--- config.mk ---
export PLATFORM = sky130hd
export DESIGN_NAME = rect_walker
export DESIGN_NICKNAME = d
export VERILOG_FILES = /design/src/rtl/rect_walker_pkg.sv /design/src/rtl/walk_cfg_reg.sv /design/src/rtl/walk_axis_cnt.sv /design/src/rtl/walk_row_addr.sv /design/src/rtl/rect_walker.sv
export SDC_FILE = /design/constraint.sdc
export NUM_CORES = 1
export LEC_CHECK = 0
export CORE_ASPECT_RATIO = 0.7
export CORE_UTILIZATION = 25
export CTS_BUF_LIST = sky130_fd_sc_hd__clkbuf_2
export CTS_CLUSTER_SIZE = 12
export DETAILED_ROUTE_END_ITERATION = 8
export PLACE_DENSITY_LB_ADDON = 0.08
export RECOVER_POWER = 50
export SYNTH_ARGS = -nofsm -noshare
export SYNTH_HDL_FRONTEND = slang
export SYNTH_SLANG_ARGS = --single-unit
export TNS_END_PERCENT = 10
--- constraint.sdc ---
create_clock -name clk -period 6 [get_ports clk]
set_clock_uncertainty 0.2 [all_clocks]
set_input_delay 0.6 -clock clk [delete_from_list [all_inputs] [get_ports clk]]
set_output_delay 0.6 -clock clk [all_outputs]
set_load 0.05 [all_outputs]
--- src/rtl/rect_walker_pkg.sv ---
package rect_walker_pkg;

    typedef enum logic {
        WALK_IDLE = 1'b0,
        WALK_RUN  = 1'b1
    } walk_state_e;

    typedef struct packed {
        logic row_last;
        logic xfer_last;
    } walk_pos_t;

    // Clears the low sh bits of a value (alignment to the bus width).
    function automatic logic [63:0] clear_low(input logic [63:0] v, input int unsigned sh);
        logic [63:0] m;
        m = ~64'd0 << sh;
        return v & m;
    endfunction

endpackage

--- src/rtl/walk_cfg_reg.sv ---
module walk_cfg_reg #(
    parameter int ADDR_W = 32,
    parameter int XCNT_W = 9,
    parameter int YCNT_W = 8,
    parameter bit HAS_2D = 1'b1
) (
    input  logic              clk,
    input  logic              rst,
    input  logic              load,
    input  logic [ADDR_W-1:0] in_base,
    input  logic [ADDR_W-1:0] in_stride,
    input  logic [XCNT_W-1:0] in_xbeats_m1,
    input  logic [YCNT_W-1:0] in_yrows_m1,
    input  logic              in_cyclic,
    output logic [ADDR_W-1:0] base_q,
    output logic [ADDR_W-1:0] stride_q,
    output logic [XCNT_W-1:0] xbeats_m1_q,
    output logic [YCNT_W-1:0] yrows_m1_q,
    output logic              cyclic_q
);

    always_ff @(posedge clk) begin
        if (rst) begin
            base_q      <= '0;
            stride_q    <= '0;
            xbeats_m1_q <= '0;
            cyclic_q    <= 1'b0;
        end else if (load) begin
            base_q      <= in_base;
            stride_q    <= in_stride;
            xbeats_m1_q <= in_xbeats_m1;
            cyclic_q    <= in_cyclic;
        end
    end

    generate
        if (HAS_2D) begin : g_rows
            always_ff @(posedge clk) begin
                if (rst)       yrows_m1_q <= '0;
                else if (load) yrows_m1_q <= in_yrows_m1;
            end
        end else begin : g_flat
            assign yrows_m1_q = '0;
        end
    endgenerate

endmodule

--- src/rtl/walk_axis_cnt.sv ---
module walk_axis_cnt #(
    parameter int W = 8
) (
    input  logic         clk,
    input  logic         rst,
    input  logic         clr,
    input  logic         inc,
    input  logic [W-1:0] limit,
    output logic [W-1:0] cnt,
    output logic         at_limit
);

    always_ff @(posedge clk) begin
        if (rst)      cnt <= '0;
        else if (clr) cnt <= '0;
        else if (inc) cnt <= cnt + 1'b1;
    end

    assign at_limit = (cnt == limit);

endmodule

--- src/rtl/walk_row_addr.sv ---
module walk_row_addr #(
    parameter int ADDR_W = 32,
    parameter int STEP   = 8
) (
    input  logic              clk,
    input  logic              rst,
    input  logic              load,
    input  logic [ADDR_W-1:0] load_val,
    input  logic              next_beat,
    input  logic              next_row,
    input  logic [ADDR_W-1:0] stride,
    output logic [ADDR_W-1:0] beat_q
);

    localparam logic [ADDR_W-1:0] STEP_V = ADDR_W'(STEP);

    logic [ADDR_W-1:0] row_q;
    logic [ADDR_W-1:0] row_next;

    assign row_next = row_q + stride;

    always_ff @(posedge clk) begin
        if (rst) begin
            row_q  <= '0;
            beat_q <= '0;
        end else if (load) begin
            row_q  <= load_val;
            beat_q <= load_val;
        end else if (next_row) begin
            row_q  <= row_next;
            beat_q <= row_next;
        end else if (next_beat) begin
            beat_q <= beat_q + STEP_V;
        end
    end

endmodule

--- src/rtl/rect_walker.sv ---
module rect_walker
    import rect_walker_pkg::*;
#(
    parameter int ADDR_W    = 32,
    parameter int XLEN_W    = 12,
    parameter int YLEN_W    = 8,
    parameter int BUS_BYTES = 8,
    parameter bit HAS_2D    = 1'b1
) (
    input  logic              clk,
    input  logic              rst,
    input  logic              req_valid,
    output logic              req_ready,
    input  logic [ADDR_W-1:0] req_base,
    input  logic [ADDR_W-1:0] req_xlen_m1,
    input  logic [ADDR_W-1:0] req_ylen_m1,
    input  logic [ADDR_W-1:0] req_stride,
    input  logic              req_cyclic,
    input  logic              abort,
    output logic              beat_valid,
    input  logic              beat_ready,
    output logic [ADDR_W-1:0] beat_addr,
    output logic              beat_row_end,
    output logic              beat_xfer_end,
    output logic [ADDR_W-1:0] cur_addr,
    output logic              done
);

    localparam int SH     = $clog2(BUS_BYTES);
    localparam int XCNT_W = XLEN_W - SH;
    localparam int YCNT_W = YLEN_W;

    walk_state_e state_q, state_d;
    walk_pos_t   pos;

    logic [ADDR_W-1:0] norm_base, norm_stride, load_val;
    logic [XCNT_W-1:0] norm_xbeats_m1;
    logic [YCNT_W-1:0] norm_yrows_m1;

    logic [ADDR_W-1:0] base_q, stride_q, beat_q;
    logic [XCNT_W-1:0] xbeats_m1_q, xcnt;
    logic [YCNT_W-1:0] yrows_m1_q, ycnt;
    logic              cyclic_q, x_at_lim, y_at_lim;

    logic running, accept, fire, pass_end, restart, load;
    logic next_row, next_beat, done_q;

    // Request normalisation: alignment and implemented widths.
    assign norm_base      = ADDR_W'(clear_low(64'(req_base), SH));
    assign norm_stride    = ADDR_W'(clear_low(64'(req_stride), SH));
    assign norm_xbeats_m1 = XCNT_W'(req_xlen_m1 >> SH);
    assign norm_yrows_m1  = YCNT_W'(req_ylen_m1);

    assign running   = (state_q == WALK_RUN);
    assign accept    = req_valid && !running && !abort;
    assign fire      = running && beat_ready && !abort;

    assign pos.row_last  = x_at_lim;
    assign pos.xfer_last = x_at_lim && y_at_lim;

    assign pass_end  = fire && pos.xfer_last;
    assign restart   = pass_end && cyclic_q;
    assign load      = accept || restart;
    assign next_row  = fire && pos.row_last && !pos.xfer_last;
    assign next_beat = fire && !pos.row_last;
    assign load_val  = accept ? norm_base : base_q;

    walk_cfg_reg #(
        .ADDR_W(ADDR_W), .XCNT_W(XCNT_W), .YCNT_W(YCNT_W), .HAS_2D(HAS_2D)
    ) u_cfg (
        .clk(clk), .rst(rst), .load(accept),
        .in_base(norm_base), .in_stride(norm_stride),
        .in_xbeats_m1(norm_xbeats_m1), .in_yrows_m1(norm_yrows_m1),
        .in_cyclic(req_cyclic),
        .base_q(base_q), .stride_q(stride_q),
        .xbeats_m1_q(xbeats_m1_q), .yrows_m1_q(yrows_m1_q),
        .cyclic_q(cyclic_q)
    );

    walk_axis_cnt #(.W(XCNT_W)) u_xcnt (
        .clk(clk), .rst(rst), .clr(load || next_row), .inc(next_beat),
        .limit(xbeats_m1_q), .cnt(xcnt), .at_limit(x_at_lim)
    );

    walk_axis_cnt #(.W(YCNT_W)) u_ycnt (
        .clk(clk), .rst(rst), .clr(load), .inc(next_row),
        .limit(yrows_m1_q), .cnt(ycnt), .at_limit(y_at_lim)
    );

    walk_row_addr #(.ADDR_W(ADDR_W), .STEP(BUS_BYTES)) u_addr (
        .clk(clk), .rst(rst), .load(load), .load_val(load_val),
        .next_beat(next_beat), .next_row(next_row),
        .stride(stride_q), .beat_q(beat_q)
    );

    always_comb begin
        state_d = state_q;
        if (abort)                      state_d = WALK_IDLE;
        else if (accept)                state_d = WALK_RUN;
        else if (pass_end && !cyclic_q) state_d = WALK_IDLE;
    end

    always_ff @(posedge clk) begin
        if (rst) begin
            state_q <= WALK_IDLE;
            done_q  <= 1'b0;
        end else begin
            state_q <= state_d;
            done_q  <= pass_end;
        end
    end

    assign req_ready     = !running;
    assign beat_valid    = running;
    assign beat_addr     = beat_q;
    assign beat_row_end  = running && pos.row_last;
    assign beat_xfer_end = running && pos.xfer_last;
    assign cur_addr      = beat_q;
    assign done          = done_q;

endmodule

Yosys cells after proc, flatten, opt, wreduce, memory -nomap -nowiden
Cells that the tools add are included.

cells by class
  add/subtract/negate cells = 4
  equal/unequal tests = 2
  mux-type cells = 8
  reductions and logical operators = 26

operators by type and width
  cell                                           count
  2-to-1 mux 32 bit                              6
  adder 32 bit                                   1
  adder 32 x 4 -> 32 bit, second input constant  1
  logical AND 1 bit                              13
  adder 9 x 1 -> 9 bit, second input constant    1
  == test 9 bit                                  1
  adder 8 x 1 -> 8 bit, second input constant    1
  == test 8 bit                                  1
  OR reduction 2 bit                             3
  zero test 1 bit                                5
  nonzero test 2 bit                             2
  nonzero test 3 bit                             1
  logical OR 1 bit                               2
  2-to-1 mux 1 bit                               2

storage, ports and cells
  register bits after elaboration = 162
  input bits = 134
  output and inout port bits = 69
  logic and storage cells = 51

Depth between registers and ports, before layout
Gate-level depths: netlist of run 1.

  word-level depth = 7
  mapped depth = 12
  mapped depth without buffers = 12

Hierarchy
A second synthesis of run 1 with hierarchy kept.

second synthesis, totals
  cell total of the unflattened synthesis = 1108
  area total of the unflattened synthesis = 9562.9 sq um

modules (own cells, without submodules)
  module                   instances  cells each  area each (sq um)  seq. area each (sq um)
  walk_row_addr            1          652         4880.9             1281.2
  walk_cfg_reg             1          264         2985.4             1641.6
  rect_walker              1          87          773.2              40.0
  walk_axis_cnt at u_xcnt  1          55          490.5              180.2
  walk_axis_cnt at u_ycnt  1          50          432.9              160.2

Least setup slack after synthesis of run 1
No wires, ideal clock.

  path kind = flip-flop to output port
  start point = register state_q (netlist: beat_valid)
  end point = output beat_xfer_end
  data arrival time = 2.242 ns
  data required time = 5.200 ns
  slack = 2.958 ns
  stages on the path, launching flop included = 3
  buffers on the path = 0
  path through = dfxtp_1 inv_1 nor3_1

on the way
  longest elaborated chain between the ends = 1

RTL lines
  what                      RTL line            text
  start: declaration        rect_walker.sv:33   walk_state_e state_q, state_d;
  start signal: assignment  rect_walker.sv:108  state_q <= state_d;
  logical AND 1 bit         rect_walker.sv:117  assign beat_xfer_end = running && pos.xfer_last;
  end: declaration          rect_walker.sv:24   output logic beat_xfer_end,

Every way passes these cells.

Final worst setup path of run 1
  start point = register u_xcnt.cnt[0]
  end point = register u_addr.beat_q[13]

on the way
  longest elaborated chain between the ends = 6
  elaborated cells on any way between the ends = 13

RTL lines
  what                                                     RTL line                                text
  start: declaration                                       walk_axis_cnt.sv:9                      output logic [W-1:0] cnt,
  start signal: assignment                                 walk_axis_cnt.sv:16                     else if (inc) cnt <= cnt + 1'b1;
  == test 9 bit (*)                                        walk_axis_cnt.sv:19                     assign at_limit = (cnt == limit);
  logical AND 1 bit                                        rect_walker.sv:59                       assign pos.xfer_last = x_at_lim && y_at_lim;
  zero test 1 bit or logical AND 1 bit (tied branches)     rect_walker.sv:64, rect_walker.sv:61
  logical AND 1 bit, on equally long branches              rect_walker.sv:64, rect_walker.sv:62
  2-to-1 mux 32 bit or logical OR 1 bit (tied branches)    walk_row_addr.sv:29, rect_walker.sv:63
  2-to-1 mux 32 bit or nonzero test 3 bit (tied branches)  n/a
  end signal: assignment                                   walk_row_addr.sv:28                     beat_q <= load_val;
  end signal: assignment                                   walk_row_addr.sv:31                     beat_q <= row_next;
  end signal: assignment                                   walk_row_addr.sv:33                     beat_q <= beat_q + STEP_V;
  end: declaration                                         walk_row_addr.sv:12                     output logic [ADDR_W-1:0] beat_q

Every way passes the cells marked *; elsewhere a longest branch is shown, timed or not.
A chain may end at the register's enable or synchronous reset.

==> flow_summary_export.csv, run 1 <==
group,metric,value,unit
cts,post_cts_buffers,0,
drt,vias,7783,
setup_path,critPathMaxStageDelay,1300,ps
power,p_per_area,202,nW/um^2
setup_path,worst_setup_path_start_kind,"flop",
cts,cts_hold_buf,16,
synth,synthesis.area,8480,sq um
cts,htree_num_levels,4,
cts,cts_tree,"done",
global_route,grt_antenna_before_repair,1,
synth,seq_area_frac_synth,38.2,%
power,netSwitchingPower,652,uW
cells_and_area,final_nets,1384,
synth,synth_top_cell_area_share,38.2,%
setup_path,r2r_start,"u_xcnt.cnt[0]$_SDFFE_PP0P_",
setup_path,cp-end-kind,"flop",
synth,synth_common_cells,"281 x nand2_1, 176 x a21oi_1, 162 x dfxtp_1",
cts,cts_made_buffers,17,
setup_path,crit_path_start,"u_xcnt.cnt[0]$_SDFFE_PP0P_",
setup_path,crit_chain,"xor2_1, nor4_1, nand4_1, nor4_4, clkbuf_1, nor2_1, nand2_2, nor2_1, buf_4, a21oi_1, nor2_1, a211oi_1",
synth,synth_edf_count,0,
synth,ys_async_sr_fraction,0,%
synth,synth_nets,1279,
place,placed_cells,1615,
synth,yosys-top-cells-area,"dfxtp_1 38%, nand2_1 12%, a21oi_1 10%",
synth,synth_most_common_cell,"nand2_1",
place,routabilityCongestion,0.795,
die,die_w,222,microns
global_route,grt_pass1_vias,7293,
cells_and_area,fin_area,10600,sq um
setup_path,crit_arrival,5120,ps
setup_path,cp_num_buf_inv,2,
drt,drcViolationCount,0,
cts,clock_latency,800,ps
drt,drt-total-wl,28000,microns
global_route,grt_use_total,16.5,%
drt,viasPerCell,4.66,
synth,ys.flop_type,"dfxtp_1",
setup_path,critPathKind,"reg -> reg",
place,dpl-instance-area,10100,sq um
timing,period_needed,4570,ps
die,die_area,34700,sq um
power,comb_power_share,16.0,%
setup_path,cp.required,6550,ps
synth,synthCells,1113,
place,post-dp-hpwl,19800,microns
cells_and_area,instances_no_fill,1669,
synth,yosysWarnings,0,
timing,max_slew.worst_pin.slew,2570,ps
cells_and_area,drive_above_1_share,4.79,%
place,port_buffers,149,
drt,firstDrtPassIters,5,
drt,post_drt_wl_per_cell,16.8,microns
run,maxCapViolations,3,
min_path,hold_path.startpoint,"req_stride[28]",
global_route,grt_remaining_overflow,0,
die,core_area,33400,sq um
cts,cts_buffer_depth,2,
drt,drt_iter0_drc,377,
global_route,grt_max_degree,77,
timing,hold_violations,0,
die,initial_core_util,25.4,%
drt,ant_nets,0,
power,internal_power,1490,uW
power,power.leakage,0.00410,uW
setup_path,critPathSlowestCell,"clkbuf_1",
die,dieHeight,156,microns
run_status,failed_checks,"max-capacitance violations, max-slew violations",
synth,syn_area_per_cell,7.62,sq um
setup_path,critPathTopFamily,"simple AND/OR/NAND/NOR gates",
timing,rsz0062_at_grt,"no",
power,p_clk_share,30.3,%
power,ir_drop,0.0796,mV
timing,post-route-period-util,76.1,%
cts,cts_resized,0,
power,p_seq_share,53.6,%
die,io_pins,203,
synth,ys_seq_elements,162,
die,rows,56,
timing,max_freq,219,MHz
timing,slew_violations,121,
timing,slew_headroom,-71.1,%
cts,path_clk_slew,250,ps
run_status,status,"finished, violations left",
setup_path,crit_top_cell,"nor2_1",
setup_path,crit_fanout,27,
cts,clockRootBuffer,"clkbuf_2",
global_route,grt_pass1_wl,43400,microns
cells_and_area,areaGrowthSynthToFinish,24.5,%
min_path,min_path_type,"in -> reg",
cts,cts_sinks,162,
synth,yosysTopAreaCell,"dfxtp_1",
synth,yosysUniqueCellTypes,63,
timing,fin_setup_tns,0,ps
timing,setup_violations,0,
power,swShare,30.5,%
==> cells by family (layout without fill, tap and decap cells) <==
group	count (synthesis)	in the layout	synth area share [%]
flops	162	162	38.2
compound gates	299	299	21.3
fa+ha+maj	32	32	4.81
simple gates	455	455	23.1
other cells	0	3	0
buf+inv	104	222	6.20
mux	4	4	0.472
xor+xnor	57	57	5.89
==> worst register-to-register path, stage by stage, from the launching register on <==
cell      delay, ps
dfxtp_1         440
xor2_1          190
nor4_1          400
nand4_1         390
nor4_4          350
clkbuf_1       1300
nor2_1          250
nand2_2         290
nor2_1          110
buf_4           220
a21oi_1         130
nor2_1           50
a211oi_1        200
==> metrics by stage <==
stage | setup WS (ps) | power (uW) | hold slack [ps] | utilization [%]
floorplan | 2960 | 1370 | 230 | -
global placement | 2340 | 1500 | 242 | 30.3
detailed placement | 2330 | 1510 | 247 | 30.3
CTS | 1760 | 2180 | 0.0515 | 31.5
global route | 895 | 2260 | 1.27 | 31.6
finish | 1430 | 2140 | 119 | 31.6
==> metal layers <==
layer | vias to the layer above | routed length, microns | global-route usage, %
met3 | 12 | 1160 | 3.52
met5 | - | 0 | 0
met1 | 3611 | 15200 | 24.6
met2 | 143 | 11400 | 23.7
met4 | 0 | 251 | 3.80
li1 | 4017 | - | -
==> cells in the final DEF, fill, tap and decap left out, drive strengths merged, types with 5 or more instances in the layout <==
cell type / netlist / final
a211oi: 8 / 8
a21o: 12 / 12
a21oi: 180 / 180
a221oi: 8 / 8
a31oi: 6 / 6
and2: 10 / 10
and3: 14 / 14
buf: 50 / 7
clkbuf: 41 / 20
clkdlybuf4s50: 0 / 115
clkinv: 0 / 8
dfxtp: 162 / 162
dlygate4sd3: 0 / 52
ha: 31 / 31
inv: 13 / 13
nand2: 283 / 283
nand2b: 5 / 5
nand3: 26 / 26
nand4: 17 / 17
nor2: 71 / 71
nor3: 13 / 13
nor4: 6 / 6
o211ai: 6 / 6
o21a: 15 / 15
o21ai: 28 / 28
xnor2: 22 / 22
xor2: 35 / 35
==> final timing paths <==
path	end	slack, ps	cells after the start
worst min register to register	u_cfg.base_q[12]$_SDFF_PP0_	270	2
worst max register to register	u_addr.beat_q[13]$_SDFFE_PP0P_	1430	12
worst max-delay path	u_addr.beat_q[13]$_SDFFE_PP0P_	1430	12
worst min-delay path	u_cfg.stride_q[28]$_SDFFE_PP0P_	120	3
==> final cells by class <==
| class | count | area [sq um] |
|---|---|---|
| diodes | 3 | 7.51 |
| clock buffers | 17 | 85.1 |
| clock inverters | 15 | 168 |
| fillers | 3607 | 22900 |
| inverters | 13 | 48.8 |
| multi-input cells | 847 | 4720 |
| flip-flops and latches | 162 | 3240 |
| well taps | 435 | 544 |
| repair buffers | 177 | 1740 |
==> state kept, by name (all words and copies together), names as in the netlist <==
signal / count
beat_valid: 1
u_xcnt.cnt: 9
u_cfg.xbeats_m1_q: 9
u_cfg.cyclic_q: 1
u_cfg.base_q: 32
u_addr.row_q: 32
done: 1
u_ycnt.cnt: 8
u_addr.beat_q: 32
u_cfg.yrows_m1_q: 8
u_cfg.stride_q: 29
==> power groups by stage <==
stage / logic, uW / clock network [uW] / registers [uW]
detailed placement: 338 / 0 / 1170
CTS: 348 / 686 / 1150
global route: 380 / 729 / 1150
floorplan: 197 / 0 / 1170
finish: 343 / 648 / 1150
global placement: 337 / 0 / 1170
Note: power is estimated with default switching activity, not from simulation.
==> run 2, diff against run 1 <==
==> constraint.sdc (replaced) <==
create_clock -name clk -period 3.9 [get_ports clk]
set_clock_uncertainty 0.2 [all_clocks]
set_input_delay 0.39 -clock clk [delete_from_list [all_inputs] [get_ports clk]]
set_output_delay 0.39 -clock clk [all_outputs]
set_load 0.05 [all_outputs]
==> flow_summary_export.csv, run 2 (synthesized netlist as in run 1, its figures left out) <==
group,metric,value,unit
cells_and_area,areaGrowthSynthToFinish,33.1,%
drt,drt_iter0_drc,410,
timing,hold_violations,0,
cells_and_area,instances_no_fill,1738,
drt,drcViolationCount,0,
timing,max_freq,281,MHz
setup_path,cp.required,4390,ps
setup_path,r2r_slack,350,ps
drt,firstDrtPassIters,5,
setup_path,critPathKind,"reg -> reg",
cells_and_area,layout_commonest_cell,"nand2_1",
setup_path,critPathSlowestCell,"a311o_1",
timing,max_slew.worst_pin.slew,1270,ps
power,power.leakage,0.00444,uW
cts,cts_made_buffers,17,
timing,fin_setup_tns,0,ps
power,p_per_area,303,nW/um^2
place,post-dp-hpwl,20200,microns
place,port_buffers,149,
cts,cts_tree,"done",
setup_path,r2r_end,"u_addr.beat_q[31]$_SDFFE_PP0P_",
cells_and_area,drive_above_1_share,5.62,%
global_route,grt_pass1_wl,44600,microns
die,die_w,222,microns
timing,post-route-period-util,91.1,%
die,dieHeight,156,microns
min_path,min_path_type,"in -> reg",
drt,post_drt_wl_per_cell,16.5,microns
global_route,grt_remaining_overflow,0,
cts,cts_buffer_depth,2,
cells_and_area,final_nets,1454,
run,maxCapViolations,0,
global_route,grt_pass1_vias,7694,
cts,htree_num_levels,4,
drt,vias,8100,
die,die_area,34700,sq um
setup_path,crit_arrival,4040,ps
setup_path,cp-end-kind,"flop",
cells_and_area,layout_common_cells,"280 x nand2_1, 176 x a21oi_1, 162 x dfxtp_1, 113 x clkdlybuf4s50_1, 111 x dlygate4sd3_1",
run_status,status,"complete, no violations",
drt,ant_nets,0,
timing,rsz0062_at_grt,"no",
setup_path,crit_fanout,3,
cells_and_area,utilization,33.8,%
timing,slew_headroom,15.2,%
cts,clock_latency,790,ps
place,placed_cells,1626,
timing,period_needed,3550,ps
global_route,grt_use_total,16.7,%
setup_path,r2r_start,"u_addr.row_q[3]$_SDFFE_PP0P_",
setup_path,crit_chain,"ha_1, fa_1, a21oi_1, nor2b_1, a311o_1, a21boi_2, o211ai_1, a31oi_1, a31oi_1, xnor2_1, a21oi_1, a221oi_1",
cts,clockRootBuffer,"clkbuf_2",
power,ir_drop,0.139,mV
setup_path,worst_setup_path_start_kind,"flop",
setup_path,crit_path_start,"u_addr.row_q[3]$_SDFFE_PP0P_",
global_route,grt_max_degree,76,
drt,viasPerCell,4.66,
cells_and_area,reg_top3,"u_addr.beat_q x32, u_addr.row_q x32, u_cfg.base_q x32",
timing,slew_violations,0,
global_route,grt_antenna_before_repair,1,
place,routabilityCongestion,0.797,
place,dpl-instance-area,10200,sq um
cts,path_clk_slew,260,ps
die,core_area,33400,sq um
timing,setup_violations,0,
timing,hold_slack,95.6,ps
cts,post_cts_buffers,0,
cells_and_area,fin_area,11300,sq um
setup_path,critPathMaxStageDelay,430,ps
setup_path,endpoint,"u_addr.beat_q[31]$_SDFFE_PP0P_",
die,rows,56,
die,initial_core_util,25.4,%
cells_and_area,fillers,3595,
cts,cts_sinks,162,
drt,drt-total-wl,28600,microns
setup_path,reg2reg_depth,12,
die,io_pins,203,
run 2: changes by cell type in the layout (fill, tap and decap cells not counted):
| cell | before | now |
|---|---|---|
| and2_2 | 0 | 1 |
| dlygate4sd3_1 | 52 | 111 |
| and2_4 | 1 | 0 |
| inv_6 | 0 | 1 |
| clkbuf_1 | 3 | 1 |
| bufinv_16 | 3 | 4 |
| buf_12 | 0 | 2 |
| clkinv_4 | 3 | 1 |
| buf_4 | 7 | 18 |
| clkinvlp_4 | 4 | 5 |
| clkdlybuf4s50_1 | 115 | 113 |
| dlymetal6s2s_1 | 0 | 1 |
| clkinv_1 | 3 | 1 |
| dlygate4sd2_1 | 0 | 1 |
run 2: power breakdown:
group / leakage [uW] / internal, uW / switching [uW]
Combinational: 0.00298 / 261 / 326
Clock: 0.000146 / 414 / 651
Sequential: 0.00132 / 1720 / 43.5
Total: 0.00444 / 2390 / 1020
run 2: area by class of cell:
cell class / count / area, sq um / share of cell area (%)
multi-input combinational: 847 / 4720 / 41.9
sequential: 162 / 3240 / 28.7
timing repair buffer: 247 / 2440 / 21.6
tap: 435 / 544 / 4.82
clock inverter: 14 / 189 / 1.67
clock buffer: 17 / 85.1 / 0.754
inverter: 13 / 48.8 / 0.432
antenna: 3 / 7.51 / 0.0665
run 2: per-layer routing:
layer	global-route usage (%)	vias to the layer above	wire (microns)
li1	-	4164	-
met1	24.8	3796	15700
met2	25.0	129	11800
met3	3.09	11	899
met4	3.47	0	225
met5	0	-	0
run 2: worst min-delay path by stage:
stage                     slack [ps]  depth (start not counted)                         from                     endpoint
final                            100                          3                    req_valid      beat_valid$_SDFFE_PP0P_
after global routing               9                          3                    req_valid      beat_valid$_SDFFE_PP0P_
after CTS                          8                          3                    req_valid      beat_valid$_SDFFE_PP0P_
after detailed placement         250                          2  u_cfg.base_q[26]$_SDFF_PP0_  u_cfg.base_q[26]$_SDFF_PP0_
after global placement           240                          2  u_cfg.base_q[21]$_SDFF_PP0_  u_cfg.base_q[21]$_SDFF_PP0_
after floorplan                  230                          1   u_cfg.base_q[2]$_SDFF_PP0_   u_cfg.base_q[2]$_SDFF_PP0_
run 2: timing repair:
action                     CTS  global route
hold buffers                78             0
setup endpoints to repair    1             1
resized for setup            1             1
hold endpoints to repair    92             0
run 2: worst max-delay path, delay by kind of cell (launching register included):
kind / cells / cell delay (ps)
AOI/OAI and AO/OA: 8 / 1950
adders and majority gates: 2 / 620
DFF: 1 / 380
xor gates and xnor gates: 1 / 220
and+or+nand+nor: 1 / 80
run 2: stage by stage:
| step | setup WS (ps) | power, uW |
|---|---|---|
| 2_1_floorplan | 893 | 2110 |
| 3_3_place_gp | 397 | 2320 |
| 3_5_place_dp | 368 | 2330 |
| 4_1_cts | 79.3 | 3480 |
| 5_1_grt | 84.4 | 3600 |
| 6_report | 346 | 3410 |
==> run 3, diff against run 2 <==
--- a/config.mk
+++ b/config.mk
@@ -8,9 +8,8 @@
 export CORE_ASPECT_RATIO = 0.7
 export CORE_UTILIZATION = 25
 export CTS_BUF_LIST = sky130_fd_sc_hd__clkbuf_2
-export CTS_CLUSTER_SIZE = 12
 export DETAILED_ROUTE_END_ITERATION = 8
-export PLACE_DENSITY_LB_ADDON = 0.08
+export DONT_BUFFER_PORTS = 1
 export RECOVER_POWER = 50
 export SYNTH_ARGS = -nofsm -noshare
 export SYNTH_HDL_FRONTEND = slang
==> flow_summary_export.csv, run 3 (synthesized netlist as in run 1, its figures left out) <==
group,metric,value,unit
setup_path,cp.required,4320,ps
setup_path,r2r_slack,160,ps
die,rows,56,
cells_and_area,areaGrowthSynthToFinish,20.3,%
cells_and_area,final_nets,1360,
cells_and_area,layout_commonest_cell,"nand2_1",
cts,cts_made_buffers,17,
drt,viasPerCell,4.86,
cells_and_area,multi_input_comb_area,4720,sq um
drt,post_drt_wl_per_cell,16.5,microns
cts,clockRootBuffer,"clkbuf_2",
timing,max_freq,268,MHz
place,port_buffers,0,
timing,max_slew.worst_pin.slew,1640,ps
power,ir_drop,0.190,mV
timing,slew_headroom,-9.48,%
global_route,grt_max_degree,146,
setup_path,cp-end-kind,"flop",
min_path,holdPathStages,4,
timing,post-route-period-util,95.8,%
timing,slew_violations,103,
global_route,grt_antenna_before_repair,2,
timing,fin_setup_tns,0,ps
global_route,grt_pass1_vias,7360,
place,routabilityCongestion,0.874,
setup_path,r2r_end,"u_addr.beat_q[30]$_SDFFE_PP0P_",
die,dieHeight,156,microns
min_path,hold-path-endpoint,"done$_SDFF_PP0_",
cells_and_area,fin_area,10200,sq um
cts,cts_tree,"done",
drt,drcViolationCount,0,
cells_and_area,utilization,30.5,%
timing,setup_violations,0,
setup_path,crit_fanout,8,
power,p_per_area,316,nW/um^2
drt,ant_nets,0,
drt,drt-total-wl,27000,microns
min_path,min_path_type,"in -> reg",
cells_and_area,ff_latch_area,3240,sq um
cells_and_area,reg_top3,"u_addr.beat_q x32, u_addr.row_q x32, u_cfg.base_q x32",
timing,hold_violations,0,
cells_and_area,layout_common_cells,"280 x nand2_1, 176 x a21oi_1, 162 x dfxtp_1, 113 x dlygate4sd3_1, 70 x nor2_1",
cts,path_clk_slew,220,ps
min_path,hold_path.startpoint,"beat_ready",
place,post-dp-hpwl,18800,microns
drt,firstDrtPassIters,5,
cts,htree_num_levels,4,
cells_and_area,drive_above_1_share,5.48,%
power,power,3220,uW
setup_path,r2r_start,"u_addr.beat_q[3]$_SDFFE_PP0P_",
setup_path,critPathKind,"reg -> reg",
die,die_area,34700,sq um
power,power.leakage,0.00392,uW
die,core_area,33400,sq um
place,dpl-instance-area,8890,sq um
cts,post_cts_buffers,0,
setup_path,reg2reg_depth,8,
cts,cts_resized,0,
die,io_pins,203,
drt,drt_iter0_drc,574,
drt,vias,7986,
cts,cts_sinks,162,
cts,cts_buffer_depth,2,
die,die_w,222,microns
cts,clock_latency,720,ps
timing,hold_slack,115,ps
timing,period_needed,3740,ps
run_status,status,"finished, violations left",
setup_path,worst_setup_path_start_kind,"flop",
global_route,grt_use_total,15.3,%
cells_and_area,fillers,3526,
timing,rsz0062_at_grt,"no",
run,maxCapViolations,7,
global_route,grt_pass1_wl,41500,microns
cts,cts_hold_buf,114,
run_status,failed_checks,"max-capacitance violations, max-slew violations",
global_route,grt_remaining_overflow,0,
die,initial_core_util,25.4,%
setup_path,crit_arrival,4160,ps
## run 3: how the worst max path moves through the flow
stage                                         from                              to  cells after the start
CTS                 u_cfg.stride_q[3]$_SDFFE_PP0P_  u_addr.beat_q[31]$_SDFFE_PP0P_                     12
finish               u_addr.beat_q[3]$_SDFFE_PP0P_  u_addr.beat_q[30]$_SDFFE_PP0P_                      8
detailed placement  u_cfg.stride_q[3]$_SDFFE_PP0P_  u_addr.beat_q[31]$_SDFFE_PP0P_                     12
global placement    u_cfg.stride_q[3]$_SDFFE_PP0P_  u_addr.beat_q[31]$_SDFFE_PP0P_                     12
floorplan           u_cfg.stride_q[3]$_SDFFE_PP0P_  u_addr.beat_q[31]$_SDFFE_PP0P_                     12
global route         u_addr.beat_q[3]$_SDFFE_PP0P_  u_addr.beat_q[30]$_SDFFE_PP0P_                      8
## run 3: per-layer routing
layer  global-route usage (%)  vias up  share of wire (%)
li1                         -     3977                  -
met1                     21.1     3746                 48
met2                     23.0      236                 43
met3                     4.07       27                6.3
met4                     4.73        0                2.1
met5                        0        -                  0
## run 3: area by class of cell
type,instances,area share (%)
timing repair buffer,153,13.8
antenna,2,0.0491
clock inverter,13,1.42
multi-input combinational,847,46.3
clock buffer,17,0.834
sequential,162,31.8
inverter,13,0.478
tap,435,5.34
## run 3: through the flow
| step | std cells | worst slack, ps |
|---|---|---|
| after floorplan | 1113 | 893 |
| after global placement | 1496 | 434 |
| after detailed placement | 1496 | 416 |
| after CTS | 1640 | 357 |
| after global routing | 1642 | 58.1 |
| final | 1642 | 164 |
## run 3: power breakdown
| group | internal (uW) | switching [uW] |
|---|---|---|
| clock network | 338 | 616 |
| registers | 1720 | 40.8 |
| logic | 192 | 316 |
| total | 2250 | 972 |
## run 3: critical path, stage by stage (launching register included)
cell and delay, ps:
dfxtp_1 380, clkbuf_1 1180, and3_1 350, nand2_1 80
nor3_1 630, and3_1 320, and2_1 150, o31ai_1 80
a221oi_2 290
